===== src/rtl/alu_pkg.sv =====
package alu_pkg;

  localparam int OP_W = 4;

  typedef enum logic [OP_W-1:0] {
    OP_AND  = 4'b0000,
    OP_OR   = 4'b0001,
    OP_ADD  = 4'b0010,
    OP_SUB  = 4'b0110,
    OP_SLT  = 4'b0111,
    OP_SLTU = 4'b1000,
    OP_NOR  = 4'b1100,
    OP_XOR  = 4'b1101
  } aluOp_e;

  typedef enum logic [2:0] {
    SEL_AND  = 3'd0,
    SEL_OR   = 3'd1,
    SEL_XOR  = 3'd2,
    SEL_SUM  = 3'd3,
    SEL_LESS = 3'd4,
    SEL_ZERO = 3'd5
  } sliceSel_e;

  typedef struct packed {
    logic      aInvert;
    logic      bInvert;
    logic      carryIn;
    sliceSel_e sel;
    logic      arith;
    logic      lessUnsigned;
  } aluStrobes_t;

endpackage


===== src/rtl/alu_slice.sv =====
module alu_slice
  import alu_pkg::*;
(
  input  logic        aBit,
  input  logic        bBit,
  input  logic        carryIn,
  input  logic        lessIn,
  input  aluStrobes_t ctrl,
  output logic        resBit,
  output logic        carryOut,
  output logic        sumBit
);

  logic aEff;
  logic bEff;

  always_comb begin
    aEff     = aBit ^ ctrl.aInvert;
    bEff     = bBit ^ ctrl.bInvert;
    sumBit   = aEff ^ bEff ^ carryIn;
    carryOut = (aEff & bEff) | (carryIn & (aEff ^ bEff));
    unique case (ctrl.sel)
      SEL_AND:  resBit = aEff & bEff;
      SEL_OR:   resBit = aEff | bEff;
      SEL_XOR:  resBit = aEff ^ bEff;
      SEL_SUM:  resBit = sumBit;
      SEL_LESS: resBit = lessIn;
      default:  resBit = 1'b0;
    endcase
  end

endmodule


===== src/rtl/alu_ctrl.sv =====
module alu_ctrl
  import alu_pkg::*;
(
  input  logic [OP_W-1:0] opSel,
  output aluStrobes_t     strobes
);

  always_comb begin
    strobes = '{aInvert: 1'b0, bInvert: 1'b0, carryIn: 1'b0,
                sel: SEL_ZERO, arith: 1'b0, lessUnsigned: 1'b0};
    case (opSel)
      OP_AND: strobes.sel = SEL_AND;
      OP_OR:  strobes.sel = SEL_OR;
      OP_XOR: strobes.sel = SEL_XOR;
      OP_NOR: begin
        strobes.aInvert = 1'b1;
        strobes.bInvert = 1'b1;
        strobes.sel     = SEL_AND;
      end
      OP_ADD: begin
        strobes.sel   = SEL_SUM;
        strobes.arith = 1'b1;
      end
      OP_SUB: begin
        strobes.bInvert = 1'b1;
        strobes.carryIn = 1'b1;
        strobes.sel     = SEL_SUM;
        strobes.arith   = 1'b1;
      end
      OP_SLT, OP_SLTU: begin
        strobes.bInvert      = 1'b1;
        strobes.carryIn      = 1'b1;
        strobes.sel          = SEL_LESS;
        strobes.arith        = 1'b1;
        strobes.lessUnsigned = (opSel == OP_SLTU);
      end
      default: strobes.sel = SEL_ZERO;
    endcase
  end

endmodule


===== src/rtl/alu_datapath.sv =====
module alu_datapath
  import alu_pkg::*;
#(
  parameter int WIDTH = 32
) (
  input  logic [WIDTH-1:0] aIn,
  input  logic [WIDTH-1:0] bIn,
  input  aluStrobes_t      strobes,
  output logic [WIDTH-1:0] result,
  output logic             carryOut,
  output logic             zeroFlag,
  output logic             ovfFlag
);

  localparam int MSB = WIDTH - 1;

  logic [WIDTH:0]   carryChain;
  logic [WIDTH-1:0] sumBits;
  logic             rawOvf;
  logic             setSigned;
  logic             lessBit0;

  assign carryChain[0] = strobes.carryIn;

  for (genvar i = 0; i < WIDTH; i++) begin : g_slice
    logic lessHere;
    if (i == 0) begin : g_lsb
      assign lessHere = lessBit0;
    end else begin : g_upper
      assign lessHere = 1'b0;
    end
    alu_slice u_slice (
      .aBit    (aIn[i]),
      .bBit    (bIn[i]),
      .carryIn (carryChain[i]),
      .lessIn  (lessHere),
      .ctrl    (strobes),
      .resBit  (result[i]),
      .carryOut(carryChain[i+1]),
      .sumBit  (sumBits[i])
    );
  end

  // overflow: carry into the top slice differs from carry out of it
  assign rawOvf    = carryChain[MSB] ^ carryChain[WIDTH];
  // set output of the top slice, corrected for overflow
  assign setSigned = sumBits[MSB] ^ rawOvf;
  assign lessBit0  = strobes.lessUnsigned ? ~carryChain[WIDTH] : setSigned;

  assign carryOut = strobes.arith & carryChain[WIDTH];
  assign ovfFlag  = strobes.arith & rawOvf;
  assign zeroFlag = ~|result;

endmodule


===== src/rtl/alu_core.sv =====
module alu_core
  import alu_pkg::*;
(
  input  logic [31:0] aIn,
  input  logic [31:0] bIn,
  input  logic [3:0]  opSel,
  output logic [31:0] result,
  output logic        carryOut,
  output logic        zeroFlag,
  output logic        ovfFlag
);

  aluStrobes_t strobes;

  alu_ctrl u_ctrl (
    .opSel  (opSel),
    .strobes(strobes)
  );

  alu_datapath #(.WIDTH(32)) u_dp (
    .aIn     (aIn),
    .bIn     (bIn),
    .strobes (strobes),
    .result  (result),
    .carryOut(carryOut),
    .zeroFlag(zeroFlag),
    .ovfFlag (ovfFlag)
  );

endmodule


===== config.mk =====
export PLATFORM = sky130hd
export DESIGN_NAME = alu_core
export DESIGN_NICKNAME = d
export VERILOG_FILES = /design/src/rtl/alu_pkg.sv /design/src/rtl/alu_slice.sv /design/src/rtl/alu_ctrl.sv /design/src/rtl/alu_datapath.sv /design/src/rtl/alu_core.sv
export SDC_FILE = /design/constraint.sdc
export NUM_CORES = 1
export LEC_CHECK = 0
export ABC_AREA = 0
export BUFFER_PORTS_ARGS = -buffer_cell sky130_fd_sc_hd__buf_2
export CAP_MARGIN = 40
export CORE_MARGIN = 2
export CORE_UTILIZATION = 32
export DETAILED_ROUTE_END_ITERATION = 8
export PLACE_DENSITY = 0.5
export SYNTH_ARGS = -nofsm -noshare
export SYNTH_HDL_FRONTEND = slang
export SYNTH_SLANG_ARGS = --single-unit
export TNS_END_PERCENT = 30

===== constraint.sdc =====
create_clock -name vclk -period 47.1
set_clock_uncertainty 0.1 [all_clocks]
set_input_delay 7.065 -clock vclk [all_inputs]
set_output_delay 7.065 -clock vclk [all_outputs]
set_load 0.03 [all_outputs]

==> flow_metrics.py <==
metrics = {
    "status": {
        "outcome": "finished clean",
    },
    "layout": {
        "n_antenna_cell": 0,
        "final_common_cell": "buf_2",
        "area_growth_syn_to_layout_pct": 7.73,
        "num-clock-buffers": 0,
        "regArea_um2": 0,
        "design.seq.count": 0,
        "drive_above_1_share_pct": 19.7,
        "final_cell_mix": "buf_2 (103), inv_1 (69), ha_1 (64), o21ai_0 (41), a21oi_1 (36)",
        "nNetsFinal": 777,
    },
    "logic_synthesis": {
        "syn_inst": 572,
        "syn-num-nets": 737,
        "ys_types": 57,
        "postSynthAreaPerCell_um2": 7.65,
        "syn_area_um2": 4370,
        "synth-seq-area-share_pct": 0,
        "synth-warning-count": 0,
    },
    "worst_setup_path": {
        "crit_top_cell": "fa_1",
        "endpoint_kind": "output port",
        "critPathKind": "input port to output port",
        "cp-start-kind": "input port",
        "critPathMaxStageDelay_ns": 0.50,
        "arrival_ns": 23.22,
        "critPathMaxFanout": 58,
        "required_ns": 39.94,
        "cp_slowest_cell": "inv_1",
    },
    "pwr": {
        "p_leak_uw": 0.00237,
        "peakVddDrop_mv": 0.00676,
        "p_per_area_nw_per_um2": 15.6,
    },
    "grt": {
        "grt_pass1_wl_um": 21700,
        "grt_pass1_vias": 4202,
        "antenna_found_initial": 0,
        "grt_max_degree": 59,
        "grt_overflow": 0,
        "track_usage_pct": 18.4,
    },
    "timing": {
        "grt_setup_unrepaired": "no",
        "period_share_pct": 64.5,
        "setup_viol": 0,
        "setup_slack_ns": 16.72,
        "min_period_ns": 30.38,
        "setup-tns-final_ns": 0,
        "drv_slew": 0,
        "timing.fmax_ghz": 0.0329,
        "hold_viol_final": 0,
        "worst_pin_slew_ns": 0.751,
        "slew_headroom_pct": 49.9,
    },
    "floorplanning": {
        "die_x_um": 121,
        "die_h_um": 121,
        "dieArea_um2": 14600,
        "start_util_pct": 32.9,
        "rows": 42,
        "io_pins": 103,
        "core_area_um2": 13300,
    },
    "routing": {
        "viasPerCell": 5.08,
        "wire_per_inst_um": 17.0,
        "antenna_left": 0,
        "via_count": 3993,
        "routed_wirelength_um": 13300,
        "dr.pass1.iters": 5,
        "drt_first_iter_violations": 258,
        "drc": 0,
    },
    "clock_tree": {
        "postCtsSetupRepairBufs": 0,
        "cts_hold_buf": 0,
        "cts_resized": 0,
    },
    "place": {
        "place_ws_ns": 16.77,
        "dp_hpwl_um": 10600,
        "place_congestion": 0.912,
        "io_buffers": 103,
    },
    "min_path": {
        "hold_path.class": "input port to output port",
    },
    "run": {
        "cap_violations": 0,
    },
}
-- area by class of cell --
type | instances | area (um2)
inverter | 69 | 259
tap | 176 | 220
timing repair buffer | 110 | 576
fill | 1445 | 8580
multi-input combinational | 431 | 3660
-- final timing paths --
kind / depth (start not counted) / end / slack [ns] / start
min: 6 / result[2] / 14.71 / aIn[2]
max: 48 / zeroFlag / 16.72 / opSel[1]
-- power by group --
part	leakage, uW	switching (uW)	internal, uW
logic	0.00237	45.3	28.1
clock network	0	0	0
registers	0	0	0
total	0.00237	45.3	28.1
-- kinds of logic (layout without fill, tap and decap cells) --
group                      count (synthesis)  in the layout  share of synthesized area (%)
buffers and inverters                    141            179                           16.9
xor gates and xnor gates                  66             66                           13.2
AOI/OAI and AO/OA                        114            114                           15.7
and+or+nand+nor                          154            154                           20.9
adders and majority gates                 97             97                           33.4
-- per-layer routing --
layer  part of all wire [%]  routed length [um]  global-route usage, %  vias to the layer above
met5                      0                   0                      0                        -
met4                   0.34                  45                   1.09                        0
met3                    6.2                 822                   2.16                        4
met2                     47                6330                   31.7                      128
met1                     46                6140                   25.7                     1902
li1                       -                   -                      -                     1959
-- critical path, delay by kind of cell --
family / cells / cell delay (ns)
adders and majority gates: 32 / 12.53
buffers and inverters: 7 / 1.50
and+or+nand+nor: 5 / 1.02
AOI/OAI and AO/OA: 3 / 0.76
xor gates and xnor gates: 1 / 0.33
-- through the flow --
step | instance area [um2] | hold slack (ns) | util, % | cells | power, uW
6_report | 4710 | 14.71 | 35.4 | 786 | 73.4
3_5_place_dp | 4710 | 14.71 | 35.4 | 786 | 73.9
3_3_place_gp | 4700 | 14.71 | 35.3 | 785 | 73.2
2_1_floorplan | 4370 | 14.46 | - | 572 | 57.1
4_1_cts | 4710 | 14.72 | 35.4 | 786 | 74.2
5_1_grt | 4710 | 14.77 | 35.4 | 786 | 83.3
-- synth_stat cells (11+ instances only) --
master | instances | share of area [%]
fa_1 | 33 | 15
nand2b_1 | 16 | 2.3
nand2_1 | 12 | 1.0
nor3_1 | 19 | 2.2
ha_1 | 64 | 18
nor3b_1 | 11 | 1.9
xnor2_1 | 33 | 6.6
buf_4 | 36 | 6.2
nor2_1 | 34 | 2.9
buf_2 | 22 | 2.5
a21oi_1 | 36 | 4.1
inv_1 | 69 | 5.9
xor2_1 | 33 | 6.6
o21ai_0 | 41 | 4.7
No activity file was read; power rests on OpenSTA's default activity.
